<file path="src/rtl/loc_arb_pkg.sv">
package loc_arb_pkg;

    localparam int DEF_NUM_LOC = 5;
    localparam int DEF_HW_LOC  = 4;

    // access byte bit positions
    localparam int B_REGVALID = 7;
    localparam int B_ACTIVE   = 5;
    localparam int B_SEIZED   = 4;
    localparam int B_SEIZE    = 3;
    localparam int B_PENDING  = 2;
    localparam int B_REQUEST  = 1;
    localparam int B_ESTAB    = 0;

    typedef struct packed {
        logic release_own;
        logic clear_seized;
        logic seize;
        logic request;
    } act_bits_t;

    // a seize in the same byte masks request and release
    function automatic act_bits_t decode_actions(logic rel_b, logic bs_b,
                                                 logic sz_b, logic rq_b);
        act_bits_t a;
        a.seize        = sz_b;
        a.clear_seized = bs_b;
        a.release_own  = rel_b & ~sz_b;
        a.request      = rq_b & ~sz_b;
        return a;
    endfunction

    function automatic logic [7:0] access_byte(logic act, logic seized,
                                               logic pend, logic req,
                                               logic est);
        logic [7:0] r;
        r             = '0;
        r[B_REGVALID] = 1'b1;
        r[B_ACTIVE]   = act;
        r[B_SEIZED]   = seized;
        r[B_PENDING]  = pend;
        r[B_REQUEST]  = req;
        r[B_ESTAB]    = est;
        return r;
    endfunction

endpackage

</file>
<file path="src/rtl/loc_wr_decode.sv">
module loc_wr_decode
    import loc_arb_pkg::*;
#(
    parameter int NUM_LOC = DEF_NUM_LOC,
    parameter int HW_LOC  = DEF_HW_LOC,
    parameter int LOC_W   = $clog2(NUM_LOC)
) (
    input  logic             wr_en,
    input  logic             hw_access,
    input  logic [LOC_W-1:0] loc_sel,
    input  logic [7:0]       wr_data,
    output logic             cmd_vld,
    output act_bits_t        cmd_act
);
    logic in_range;
    logic hw_ok;
    logic unused_bits;

    assign in_range    = (int'(loc_sel) < NUM_LOC);
    assign hw_ok       = (int'(loc_sel) != HW_LOC) || hw_access;
    assign cmd_vld     = wr_en && in_range && hw_ok;
    assign cmd_act     = decode_actions(wr_data[B_ACTIVE], wr_data[B_SEIZED],
                                        wr_data[B_SEIZE], wr_data[B_REQUEST]);
    assign unused_bits = ^{wr_data[7:6], wr_data[B_PENDING], wr_data[B_ESTAB]};
endmodule

</file>
<file path="src/rtl/loc_arb_core.sv">
module loc_arb_core
    import loc_arb_pkg::*;
#(
    parameter int NUM_LOC = DEF_NUM_LOC,
    parameter int LOC_W   = $clog2(NUM_LOC)
) (
    input  logic               clk,
    input  logic               rst,
    input  logic               cmd_vld,
    input  act_bits_t          cmd_act,
    input  logic [LOC_W-1:0]   cmd_loc,
    input  logic               abort_done,
    output logic               own_v,
    output logic [LOC_W-1:0]   own_id,
    output logic               pend_v,
    output logic               changed,
    output logic [NUM_LOC-1:0] req_flags,
    output logic [NUM_LOC-1:0] seized_flags
);
    typedef struct packed {
        logic [NUM_LOC-1:0] rq;
        logic [NUM_LOC-1:0] sz;
        logic [NUM_LOC-1:0] bs;
        logic               ov;
        logic [LOC_W-1:0]   oid;
        logic               chg;
    } arb_st_t;

    arb_st_t          cur_q, nxt;
    logic             pv_q, pv_n;
    logic [LOC_W-1:0] pid_q, pid_n;

    // move ownership to (tv, tid); tv=0 means no owner
    function automatic arb_st_t hand_over(arb_st_t s, logic tv, logic [LOC_W-1:0] tid);
        arb_st_t r;
        logic    moved;
        logic    by_seize;
        r        = s;
        moved    = (s.ov != tv) || (s.ov && tv && (s.oid != tid));
        by_seize = tv && s.sz[tid];
        if (moved && s.ov) begin
            if (by_seize) r.bs[s.oid] = 1'b1;
            else          r.rq[s.oid] = 1'b0;
        end
        r.ov  = tv;
        r.oid = tv ? tid : '0;
        if (tv) begin
            r.rq[tid] = 1'b0;
            r.sz[tid] = 1'b0;
        end
        if (moved) r.chg = 1'b1;
        return r;
    endfunction

    always_comb begin
        arb_st_t          s;
        logic             apply;
        logic             tv;
        logic [LOC_W-1:0] tid;
        logic             found;
        logic [LOC_W-1:0] fid;
        logic             higher_sz;
        logic             is_owner;

        s     = cur_q;
        s.chg = 1'b0;
        pv_n  = pv_q;
        pid_n = pid_q;

        // stage 1: finish a deferred hand-over
        if (abort_done && pv_q) begin
            s     = hand_over(s, 1'b1, pid_q);
            pv_n  = 1'b0;
            pid_n = '0;
        end

        // stage 2: register write, seen against stage-1 result
        apply     = 1'b0;
        tv        = s.ov;
        tid       = s.oid;
        found     = 1'b0;
        fid       = '0;
        higher_sz = 1'b0;
        is_owner  = s.ov && (s.oid == cmd_loc);
        if (cmd_vld) begin
            apply = 1'b1;
            if (cmd_act.release_own) begin
                if (is_owner) begin
                    for (int i = NUM_LOC - 1; i >= 0; i--) begin
                        if (!found && s.rq[i]) begin
                            found = 1'b1;
                            fid   = LOC_W'(i);
                        end
                    end
                    if (found) begin
                        pv_n  = 1'b1;
                        pid_n = fid;
                        apply = 1'b0;
                    end else begin
                        tv  = 1'b0;
                        tid = '0;
                    end
                end else begin
                    s.rq[cmd_loc] = 1'b0;
                end
            end
            if (cmd_act.clear_seized) s.bs[cmd_loc] = 1'b0;
            if (cmd_act.seize) begin
                for (int i = 0; i < NUM_LOC; i++) begin
                    if (i > int'(cmd_loc) && s.sz[i]) higher_sz = 1'b1;
                end
                if ((!s.ov || cmd_loc > s.oid) && !s.sz[cmd_loc] && !higher_sz) begin
                    for (int i = 0; i < NUM_LOC; i++) begin
                        if (i < int'(cmd_loc)) s.sz[i] = 1'b0;
                    end
                    s.sz[cmd_loc] = 1'b1;
                    if (s.ov) begin
                        pv_n  = 1'b1;
                        pid_n = cmd_loc;
                        apply = 1'b0;
                    end else begin
                        tv  = 1'b1;
                        tid = cmd_loc;
                    end
                end
            end
            if (cmd_act.request && !is_owner) begin
                if (s.ov) s.rq[cmd_loc] = 1'b1;
                else begin
                    tv  = 1'b1;
                    tid = cmd_loc;
                end
            end
        end
        if (apply) s = hand_over(s, tv, tid);
        nxt = s;
    end

    always_ff @(posedge clk) begin
        if (rst) begin
            cur_q <= '0;
            pv_q  <= 1'b0;
            pid_q <= '0;
        end else begin
            cur_q <= nxt;
            pv_q  <= pv_n;
            pid_q <= pid_n;
        end
    end

    assign own_v        = cur_q.ov;
    assign own_id       = cur_q.oid;
    assign pend_v       = pv_q;
    assign changed      = cur_q.chg;
    assign req_flags    = cur_q.rq;
    assign seized_flags = cur_q.bs;
endmodule

</file>
<file path="src/rtl/loc_rd_mux.sv">
module loc_rd_mux
    import loc_arb_pkg::*;
#(
    parameter int NUM_LOC = DEF_NUM_LOC,
    parameter int LOC_W   = $clog2(NUM_LOC)
) (
    input  logic               clk,
    input  logic               rst,
    input  logic               rd_en,
    input  logic [LOC_W-1:0]   loc_sel,
    input  logic               own_v,
    input  logic [LOC_W-1:0]   own_id,
    input  logic [NUM_LOC-1:0] req_flags,
    input  logic [NUM_LOC-1:0] seized_flags,
    input  logic               est_in,
    output logic [7:0]         rd_data
);
    logic [NUM_LOC-1:0] others;
    logic [7:0]         byte_n;

    always_comb begin
        for (int i = 0; i < NUM_LOC; i++) begin
            others[i] = (i != int'(loc_sel));
        end
        if (int'(loc_sel) < NUM_LOC)
            byte_n = access_byte(own_v && (own_id == loc_sel),
                                 seized_flags[loc_sel],
                                 |(req_flags & others),
                                 req_flags[loc_sel], est_in);
        else
            byte_n = 8'h00;
    end

    always_ff @(posedge clk) begin
        if (rst)        rd_data <= 8'h00;
        else if (rd_en) rd_data <= byte_n;
    end
endmodule

</file>
<file path="src/rtl/loc_arbiter.sv">
module loc_arbiter
    import loc_arb_pkg::*;
#(
    parameter int NUM_LOC = DEF_NUM_LOC,
    parameter int HW_LOC  = DEF_HW_LOC,
    parameter int LOC_W   = $clog2(NUM_LOC)
) (
    input  logic             clk,
    input  logic             rst,
    input  logic             wr_en,
    input  logic             rd_en,
    input  logic             hw_access,
    input  logic [LOC_W-1:0] loc_sel,
    input  logic [7:0]       wr_data,
    input  logic             est_in,
    input  logic             abort_done,
    output logic [7:0]       rd_data,
    output logic             active_valid,
    output logic [LOC_W-1:0] active_loc,
    output logic             loc_changed,
    output logic             abort_req
);
    logic               cmd_vld;
    act_bits_t          cmd_act;
    logic [NUM_LOC-1:0] req_flags;
    logic [NUM_LOC-1:0] seized_flags;

    loc_wr_decode #(.NUM_LOC(NUM_LOC), .HW_LOC(HW_LOC), .LOC_W(LOC_W)) u_dec (
        .wr_en    (wr_en),
        .hw_access(hw_access),
        .loc_sel  (loc_sel),
        .wr_data  (wr_data),
        .cmd_vld  (cmd_vld),
        .cmd_act  (cmd_act)
    );

    loc_arb_core #(.NUM_LOC(NUM_LOC), .LOC_W(LOC_W)) u_core (
        .clk         (clk),
        .rst         (rst),
        .cmd_vld     (cmd_vld),
        .cmd_act     (cmd_act),
        .cmd_loc     (loc_sel),
        .abort_done  (abort_done),
        .own_v       (active_valid),
        .own_id      (active_loc),
        .pend_v      (abort_req),
        .changed     (loc_changed),
        .req_flags   (req_flags),
        .seized_flags(seized_flags)
    );

    loc_rd_mux #(.NUM_LOC(NUM_LOC), .LOC_W(LOC_W)) u_rd (
        .clk         (clk),
        .rst         (rst),
        .rd_en       (rd_en),
        .loc_sel     (loc_sel),
        .own_v       (active_valid),
        .own_id      (active_loc),
        .req_flags   (req_flags),
        .seized_flags(seized_flags),
        .est_in      (est_in),
        .rd_data     (rd_data)
    );
endmodule

</file>
<file path="config.mk">
export PLATFORM = sky130hd
export DESIGN_NAME = loc_arbiter
export DESIGN_NICKNAME = d
export VERILOG_FILES = /design/src/rtl/loc_arb_pkg.sv /design/src/rtl/loc_wr_decode.sv /design/src/rtl/loc_arb_core.sv /design/src/rtl/loc_rd_mux.sv /design/src/rtl/loc_arbiter.sv
export SDC_FILE = /design/constraint.sdc
export NUM_CORES = 1
export LEC_CHECK = 0
export CAP_MARGIN = 10
export CORE_ASPECT_RATIO = 0.5
export CORE_MARGIN = 2
export CORE_UTILIZATION = 39
export DETAILED_ROUTE_END_ITERATION = 8
export PLACE_DENSITY_LB_ADDON = 0.2
export SYNTH_ARGS = -nofsm -noshare
export SYNTH_HDL_FRONTEND = slang
export SYNTH_SLANG_ARGS = --single-unit
</file>
<file path="constraint.sdc">
create_clock -name clk -period 4.9 [get_ports clk]
set_input_delay 0.735 -clock clk [delete_from_list [all_inputs] [get_ports clk]]
set_output_delay 0.735 -clock clk [all_outputs]
set_load 0.03 [all_outputs]
</file>
# Yosys cells after proc, flatten, opt, wreduce, memory -nomap -nowiden
# Index checks and enable logic that the tools add are counted.
classes:
  n_lt_le_gt_ge: 21
  eq_ne: 10
  mux: 138
  bitwise_logic: 22
  n_reduce_logical: 41
op_table:
  columns: ["op", "n"]
  rows:
  - ["$mux 5", 18]
  - ["$mux 1", 82]
  - ["$mux 3", 23]
  - ["$and 5x5->5", 9]
  - ["$mux 20", 2]
  - ["$logic_and 1x1->1", 27]
  - ["$not 5->5", 5]
  - ["$lt 3x4->1 const B", 5]
  - ["$or 5x5->5", 4]
  - ["$bmux 1 s3", 5]
  - ["$demux 1 s3", 5]
  - ["$ge 3x1->1 const B", 5]
  - ["$mux 15", 1]
  - ["$mux 10", 1]
  - ["$ne 3x3->1 const A", 3]
  - ["$logic_not 1->1", 8]
  - ["$mux 8", 1]
  - ["$eq 3x3->1", 2]
  - ["$gt 2x3->1 const A", 2]
  - ["$lt 1x3->1 const A", 2]
  - ["$lt 2x3->1 const A", 2]
  - ["$ne 3x3->1", 2]
  - ["$reduce_or 5->1", 1]
  - ["$logic_or 1x1->1", 4]
  - ["other kinds (11)", 13]
totals:
  ff_bits: 32

# Depth between registers and ports, before layout
# Gate-level depths: netlist of run 1.
depth:
  depth_word: 58
  ltp_mapped: 17

# By module
# From an unflattened synthesis of run 1, not the netlist that was laid out.
hier_totals:
  cells_unflattened: 353
  area_unflattened_um2: 2768.9
by_module_without_submodules:
  columns: ["mod", "instances", "cells_per_inst", "area_each_um2", "seq_area_each_um2"]
  rows:
  - ["loc_arb_core", 1, 297, 2308.5, 480.5]
  - ["loc_rd_mux", 1, 49, 409.1, 120.1]
  - ["loc_wr_decode", 1, 7, 51.3, 0.0]

# Least setup slack after synthesis of run 1
# No wires, ideal clock.
synth_path:
  kind: "in2reg"
  startpoint: "input abort_done"
  endpoint: "register u_core.cur_q (netlist bit u_core.seized_flags[3])"
  setup_time_ns: 0.101
  arrival_time_ns: 4.165
  required_ns: 4.799
  path_slack_ns: 0.634
  path_stages: 17
  path_cell_list: "buf_4 and2_0 mux2i_1 inv_1 ha_1 nand3_1 o21ai_0 a221oi_4 o21a_1 nand2_1 o22ai_1 ha_1 o311ai_0 o21bai_1 nand3_1 or3_4 o41ai_1"
synth_via:
  elab_chain_cells: 45
  elab_cells_between_ends: 122
  classes_between: "order compare (3); eq/ne (3); mux (85); bitwise (3); reduce/logical (28)"
synth_rtl:
  columns: ["element", "line_no", "text"]
  rows:
  - ["start, declared", "loc_arbiter.sv:16", "input logic abort_done,"]
  - ["$logic_and 1x1->1 *", "loc_arb_core.sv:71", "if (abort_done && pv_q) begin"]
  - ["$mux 20 *", "loc_arb_core.sv:71", null]
  - ["$mux 1", "loc_arb_core.sv:90", "if (!found && s.rq[i]) begin"]
  - ["$mux 1", "loc_arb_core.sv:88", "if (is_owner) begin"]
  - ["$mux 1", "loc_arb_core.sv:87", "if (cmd_act.release_own) begin"]
  - ["$mux 1", "loc_arb_core.sv:85", "if (cmd_vld) begin"]
  - ["$logic_not 1->1", "loc_arb_core.sv:90", null]
  - ["$logic_and 1x1->1", "loc_arb_core.sv:90", null]
  - ["[29 not listed]", null, null]
  - ["$mux 3 or $mux 1 (tied branches)", "loc_arb_core.sv:127", "if (cmd_act.request && !is_owner) begin"]
  - ["$mux 3 or $mux 1 (tied branches)", "loc_arb_core.sv:85", null]
  - ["$bmux 1 s3, or another cell as far along", "loc_arb_core.sv:40", "by_seize = tv && s.sz[tid];"]
  - ["$mux 1 (implied by the code) or $logic_and 1x1->1 (tied branches)", "loc_arb_core.sv:40, loc_arb_core.sv:39", null]
  - ["$logic_and 1x1->1 or $logic_or 1x1->1 (tied branches)", "loc_arb_core.sv:40, loc_arb_core.sv:39", null]
  - ["$mux 5 or $logic_and 1x1->1 (tied branches)", "loc_arb_core.sv:42, loc_arb_core.sv:41", null]
  - ["$mux 5", "loc_arb_core.sv:41", "if (moved && s.ov) begin"]
  - ["$mux 20 *", "loc_arb_core.sv:135", "if (apply) s = hand_over(s, tv, tid);"]
  - ["end signal, assigned", "loc_arb_core.sv:145", "cur_q <= nxt;"]
  - ["end, declared", "loc_arb_core.sv:29", "arb_st_t cur_q, nxt;"]
# Mark *: on every way between the ends. The rest lies on a longest branch, timed or not. The select of a mux whose other input is x is not followed.
# A chain may end at the register's enable or synchronous reset.

# Worst setup path after layout of run 1
# Same ends and word-level chain as after synthesis.

==> reports/qor.log, run 1 <==
[timing] number of pins exceeding their max-slew limit in the final report 0
[setup_path] endpoint type of the worst setup path register
[logic_synthesis] synthesized cell area 0.00274 mm2
[final_layout] layout-stage area growth over the synthesis result 14.9%
[global_route] via count of the first global-routing pass 2512
[floorplan] starting density of the core 0.406
[timing] RSZ-0062 raised after global routing no
[global_route] global routing usage summed across all routing layers 0.236
[placed_design] DPL Wire Length 6.75 mm
[routing] DR vias/cell 6.18
[routing] antenna violation net count after detailed routing 0
[clocking] clock tree from TritonCTS built
[logic_synthesis] post-synth top area share 0.219
[logic_synthesis] xor/xnor cell area share of the yosys netlist 0.0310
[logic_synthesis] largest area contributor in the netlist dfxtp_1
[final_layout] number of inserted filler cells in the final layout 674
[clocking] CTS sink cnt 30
[logic_synthesis] multiplexer share of the synthesized area 0.0356
[timing] worst clock skew 2.93 ps
[pwr] Logic pwr share 0.201
[setup_path] Worst setup SP type input pin
[pwr] portion of total power attributed to the clock network 0.441
[final_layout] number of inserted diodes 0
[timing] maximum clock rate 242 MHz
[logic_synthesis] Post-synth top flop dfxtp_1
[floorplan] placeable core region 0.00675 mm2
[placed_design] DP Cell Count 439
[routing] Post-route DRC 0
[clocking] clock transition at the registers of the reported paths 50 ps
[setup_path] critical path peak fanout 8
[timing] Worst slew margin 0.349
[routing] Via Count 2761
[floorplan] row count 21
[logic_synthesis] top area cells in the synthesized netlist dfxtp_1, a21oi_1, nor2_1
[floorplan] IO Pins 32
[logic_synthesis] Yosys warnings 0
[timing] endpoints failing hold 0
[routing] Pre-antenna DRT Iters 5
[timing] period utilization 0.842
[pwr] Max rail drop VDD 123 uV
[pwr] Int Power 0.506 mW
[pwr] net switching power figure 0.209 mW
[setup_path] critical path arrival 4310 ps
[clocking] number of H-tree levels 2
[clocking] maximum number of buffers from clock root to sink 2
[final_layout] Nets 376
[routing] WL/cell 19.6 um
[logic_synthesis] most common cell in the synthesized netlist a21oi_1
[placed_design] Port Buffers 25
[floorplan] chip width 123 um
[clocking] insertion delay of the later-clocked pin in the worst-skew pair 280 ps
[global_route] initial antenna violation count 0
[hold_path] worst min-delay path class reg2reg
[pwr] Pleak 1.09 nW
[outcome] result of the run finished, final reports clean
[logic_synthesis] simple-gate area share of the yosys netlist 0.271
[logic_synthesis] largest family of logic cells by synthesized area compound AO/OA/AOI/OAI gates
[floorplan] vertical die dimension 63.3 um
[global_route] first-pass GRT wire length 13.9 mm
[placed_design] post-placement cell area 0.00299 mm2
[placed_design] GPL Wtd Cong 0.944
[logic_synthesis] Post-Syn Area per Cell 8.26 um2
[logic_synthesis] post-synthesis adder-cell area fraction 0.0183
[global_route] pin count of the biggest net entering global routing 33
[floorplan] die area 0.00776 mm2
[logic_synthesis] count of mapped cells out of synthesis 332
[clocking] # hold bufs at CTS 0
[final_layout] final design area excluding fillers 0.00315 mm2
[final_layout] Final Non-Filler Cells 447
[logic_synthesis] count of flip-flops with a built-in enable after synthesis 0
[logic_synthesis] Unique masters post-synth 90
[routing] Total Routed Length 8.74 mm
[logic_synthesis] share of synthesized area occupied by flip-flops and latches 0.219
[timing] total negative setup slack 0 ps
[setup_path] required time of the critical path 5080 ps
[pwr] power density normalized to cell area 227 mW/mm2
[global_route] gr ovfl total 0
[timing] Final setup violation count 0
[clocking] buffer type at the clock tree root clkbuf_16
[job] reported max-cap violation count 0
[logic_synthesis] most numerous cell types in the synthesized netlist a21oi_1, dfxtp_1, nor2_1
[routing] initial detailed-routing violation count 356
[logic_synthesis] register bit total from synthesis 30
[timing] pin slew with the least headroom to its limit 966 ps
[logic_synthesis] Async S/R FF share, synth 0
[final_layout] fraction of final layout cells with drive strength greater than 1 0.177
[logic_synthesis] Compound-Gate Fraction of Synth Area 0.327
[timing] minimum clock period after layout 4130 ps
[pwr] switching part of the total power 0.292
[clocking] number of buffers inserted during clock tree synthesis 5
[pwr] sequential share of power 0.358
[setup_path] Critical Setup Path Class in2reg
-- critical path, cell delays in order --
cell and delay, ps:
dlymetal6s2s_1 280, and2_0 250, mux2i_2 380, inv_1 110, ha_1 290, nand3_1 100
o21ai_0 130, a221oi_4 270, o21a_1 190, nand2_1 70, o22ai_1 210, ha_1 210
o311ai_0 130, o21bai_1 210, nand3_1 120, or3_4 370, o41ai_1 240
-- kinds of logic after synthesis --
| family | after synthesis |
|---|---|
| flops | 30 |
| xor+xnor | 8 |
| other cells | 1 |
| fa+ha+maj | 4 |
| buf+inv | 35 |
| compound gates | 120 |
| simple gates | 127 |
| mux | 7 |
-- through the flow --
stage	hold WS (ps)	power, mW	setup slack [ps]	util
5_1_grt	486	0.745	333	0.466
6_report	469	0.714	773	0.466
3_3_place_gp	455	0.400	197	0.443
4_1_cts	471	0.715	399	0.465
2_1_floorplan	446	0.357	634	-
3_5_place_dp	462	0.401	137	0.443
-- per-layer routing --
layer / share of wire / global-route usage / wire [um] / up-vias
met2: 0.39 / 0.329 / 3430 / 170
met5: 0 / 0 / 0 / -
met1: 0.48 / 0.363 / 4160 / 1285
met3: 0.12 / 0.0598 / 1050 / 15
li1: - / - / - / 1291
met4: 0.012 / 0.0417 / 102 / 0
-- cells in the final DEF (no fill, tap or decap), types with 5 or more instances in the layout --
cell type,netlist,routed
buf_4,7,15
a22oi_1,5,5
xnor2_1,5,5
nand3_1,10,10
nand2_1,24,24
dfxtp_1,30,30
nor2_1,28,28
o21ai_0,14,14
nor2b_1,5,5
nor3_1,18,18
a211oi_1,5,5
clkbuf_16,0,5
nand2b_1,8,8
clkdlybuf4s50_1,0,24
a21oi_1,33,33
inv_1,8,8
-- path summary, 6_finish.rpt --
kind / endpoint / start / cells after the start / slack [ps]
setup / recovery: u_core.seized_flags[3] / abort_done / 17 / 770
hold / removal: u_rd.rd_data[5] / u_rd.rd_data[5] / 2 / 470
setup reg to reg: u_core.seized_flags[3] / u_core.pend_v / 16 / 980
hold reg to reg: u_rd.rd_data[5] / u_rd.rd_data[5] / 2 / 470
-- power groups by stage --
stage	sequential, mW	clock, mW	combinational (mW)
2_1_floorplan	0.265	0	0.0924
3_3_place_gp	0.260	0	0.140
3_5_place_dp	0.261	0	0.140
4_1_cts	0.256	0.319	0.141
5_1_grt	0.256	0.334	0.155
6_report	0.256	0.315	0.143
-- state kept, by name, summed over array words and instances (netlist names) --
name,cells
u_core.pid_q,3
u_core.cur_q,5
u_core.req_flags,5
u_core.own_id,3
u_core.own_v,1
u_core.seized_flags,5
u_core.pend_v,1
u_rd.rd_data,6
u_core.changed,1
-- area by class of cell --
class                   count  area, um2  share of cell area
clock buffers               6        139              0.0441
flip-flops and latches     30        601               0.191
multi-input cells         268       1880               0.598
repair buffers             40        365               0.116
clock inverters             2       12.5             0.00397
well taps                  92        115              0.0366
inverters                   9       33.8              0.0107
-- timing repair --
item	4_1_cts	5_1_grt
endpoints found under the hold margin	0	0
setup buffers	0	0
gates resized for setup	0	2
endpoints found under the setup margin	0	3
Power figures use the tool's default switching activity.
==> inputs of run 2 (changes only) <==
==> constraint.sdc (replaced) <==
create_clock -name clk -period 4.3 [get_ports clk]
set_input_delay 0.645 -clock clk [delete_from_list [all_inputs] [get_ports clk]]
set_output_delay 0.645 -clock clk [all_outputs]
set_load 0.03 [all_outputs]
==> run 2 against run 1 <==
Compared with the run above:
- largest cell class unchanged
- clock power is 12% higher
- critical path depth is 1 higher
- clock skew is 1.5 ps higher
- critical path type unchanged
- hold slack better by 2.8 ps
- sequential power is 14% higher
==> reports/qor.log, run 2 (same netlist as run 1, synthesis figures left out) <==
[placed_design] setup slack at placement -145 ps
[placed_design] GPL Wtd Cong 0.931
[global_route] initial antenna violation count 0
[clocking] # hold bufs at CTS 0
[final_layout] commonest cells after routing, fill and taps aside a21oi_1, buf_4, dfxtp_1, nor2_1, clkdlybuf4s50_1
[floorplan] die area 0.00776 mm2
[setup_path] endpoint type of the worst setup path register
[routing] Met1 Wirelength 4.37 mm
[clocking] number of H-tree levels 2
[pwr] Pleak 1.18 nW
[pwr] Max rail drop VDD 109 uV
[routing] WL/cell 20.0 um
[global_route] first-pass GRT wire length 14.5 mm
[setup_path] setup slack, reg-to-reg 570 ps
[routing] DR vias/cell 6.10
[setup_path] critical path arrival 4190 ps
[global_route] global routing usage summed across all routing layers 0.249
[final_layout] area occupied by registers 601 um2
[routing] Total Routed Length 9.27 mm
[hold_path] worst min-delay path class reg2reg
[clocking] buffer type at the clock tree root clkbuf_16
[floorplan] row count 21
[global_route] gr ovfl total 0
[timing] crit path setup slack, layout 295 ps
[routing] Post-route DRC 0
[outcome] result of the run finished, final reports clean
[timing] endpoints failing hold 0
[clocking] clock transition at the registers of the reported paths 50 ps
[setup_path] Worst setup SP type input pin
[timing] period utilization 0.931
[pwr] Final Total Pwr 0.823 mW
[floorplan] chip width 123 um
[placed_design] DPL Wire Length 7.16 mm
[job] reported max-cap violation count 0
[setup_path] critical path peak fanout 7
[timing] Final setup violation count 0
[final_layout] most common cell after layout, fill and taps aside a21oi_1
[final_layout] number of inserted filler cells in the final layout 651
[routing] highest routed layer met4
[routing] Met3 Routed Length 1.09 mm
[hold_path] Worst Hold Endpoint u_rd.rd_data[0]
[final_layout] fraction of final layout cells with drive strength greater than 1 0.218
[routing] Pre-antenna DRT Iters 5
[floorplan] vertical die dimension 63.3 um
[floorplan] IO Pins 32
[clocking] insertion delay of the later-clocked pin in the worst-skew pair 280 ps
[routing] antenna violation net count after detailed routing 0
[timing] pin slew with the least headroom to its limit 1050 ps
[final_layout] layout-stage area growth over the synthesis result 20.1%
[floorplan] starting density of the core 0.406
[hold_path] cell count of the worst hold path 2
[final_layout] Nets 392
[clocking] number of buffers inserted during clock tree synthesis 5
[timing] Worst slew margin 0.294
[final_layout] flip-flop count of the largest register after layout 6
[setup_path] required time of the critical path 4490 ps
[setup_path] logic depth of the worst register-to-register path 14
[pwr] power density normalized to cell area 250 mW/mm2
[global_route] pin count of the biggest net entering global routing 21
[clocking] clock tree from TritonCTS built
[timing] minimum clock period after layout 4010 ps
[setup_path] reg2reg start u_core.pid_q[1]
[timing] worst clock skew 4.47 ps
[final_layout] most flop-heavy register u_rd.rd_data
[setup_path] Critical Setup Path Class in2reg
[global_route] via count of the first global-routing pass 2626
[clocking] maximum number of buffers from clock root to sink 2
[timing] number of pins exceeding their max-slew limit in the final report 0
[setup_path] reg-to-reg endpoint u_core.changed
[routing] Via Count 2822
[final_layout] footprint of the multi-input gates 0.00191 mm2
[routing] initial detailed-routing violation count 232
[timing] maximum clock rate 250 MHz
[floorplan] placeable core region 0.00675 mm2
[hold_path] origin of the worst min-delay path u_rd.rd_data[0]
[final_layout] number of inserted diodes 0
[clocking] CTS sink cnt 30
[placed_design] Port Buffers 25
[routing] total length of routed met2 wires 3.71 mm
==> run 2: changes by cell type in the layout (fill, tap and decap cells not counted), sizes merged <==
cell and change:
buf +16, clkbuf +1, clkdlybuf4s50 +1, clkinvlp -1
dlymetal6s2s -1
==> run 2: area by class of cell <==
type,instances,share of cell area
multi-input combinational,268,0.581
sequential,30,0.182
timing repair buffer,56,0.147
clock buffer,7,0.0433
tap,92,0.0350
inverter,9,0.0103
clock inverter,1,0.00152
==> run 2: worst max-delay path by stage <==
stage	start	endpoint	depth (start not counted)
floorplan	abort_done	u_core.seized_flags[3]	17
global route	abort_done	u_core.seized_flags[0]	18
detailed placement	abort_done	u_core.seized_flags[1]	17
CTS	abort_done	u_core.seized_flags[1]	17
global placement	abort_done	u_core.seized_flags[1]	17
finish	abort_done	u_core.seized_flags[0]	18
==> run 2: through the flow <==
step / hold WS (ps) / std cells / setup TNS [ps] / area [um2] / utilization
2_1_floorplan: 446 / 333 / 0 / 2750 / -
3_3_place_gp: 455 / 454 / -106 / 3100 / 0.460
3_5_place_dp: 464 / 454 / -486 / 3100 / 0.460
4_1_cts: 473 / 462 / 0 / 3250 / 0.482
5_1_grt: 484 / 463 / -16.7 / 3290 / 0.488
6_report: 472 / 463 / 0 / 3290 / 0.488
==> run 2: repair_timing <==
item                       CTS  global route
setup endpoints to repair    0             5
resized for setup            0             6
setup buffers                0             1
==> run 2: critical path, cell delays in order <==
cell and delay (ps):
clkdlybuf4s50_1 480, buf_4 160, nand2_4 70, mux2_2 260, clkinv_1 100, ha_1 290
nor2b_1 110, o21ai_0 140, a221oi_4 290, o21a_1 170, nand2_1 80, o22ai_2 170
ha_1 190, o311ai_0 120, o21bai_1 200, nand3_1 120, or3_4 380, o31ai_1 230
==> run 2: power by group <==
group | total, mW | internal (mW) | switching, mW | leakage (nW)
combinational | 0.179 | 0.0739 | 0.105 | 0.859
clock | 0.353 | 0.229 | 0.124 | 0.0739
sequential | 0.291 | 0.284 | 0.00694 | 0.243
==> run 2: per-layer routing <==
metal  track usage  up-vias
li1              -     1323
met1         0.364     1332
met2         0.348      154
met3        0.0888       13
met4        0.0474        0
met5             0        -
==> inputs of run 3 (changes only) <==
--- a/config.mk
+++ b/config.mk
@@ -5,12 +5,14 @@
 export SDC_FILE = /design/constraint.sdc
 export NUM_CORES = 1
 export LEC_CHECK = 0
-export CAP_MARGIN = 10
+export CAP_MARGIN = 20
 export CORE_ASPECT_RATIO = 0.5
 export CORE_MARGIN = 2
 export CORE_UTILIZATION = 39
 export DETAILED_ROUTE_END_ITERATION = 8
+export HOLD_SLACK_MARGIN = 0.08
 export PLACE_DENSITY_LB_ADDON = 0.2
+export SKIP_CTS_REPAIR_TIMING = 1
 export SYNTH_ARGS = -nofsm -noshare
 export SYNTH_HDL_FRONTEND = slang
 export SYNTH_SLANG_ARGS = --single-unit
==> results of run 3 <==
No change in the layout: final DEF, timing and power equal those of run 2.
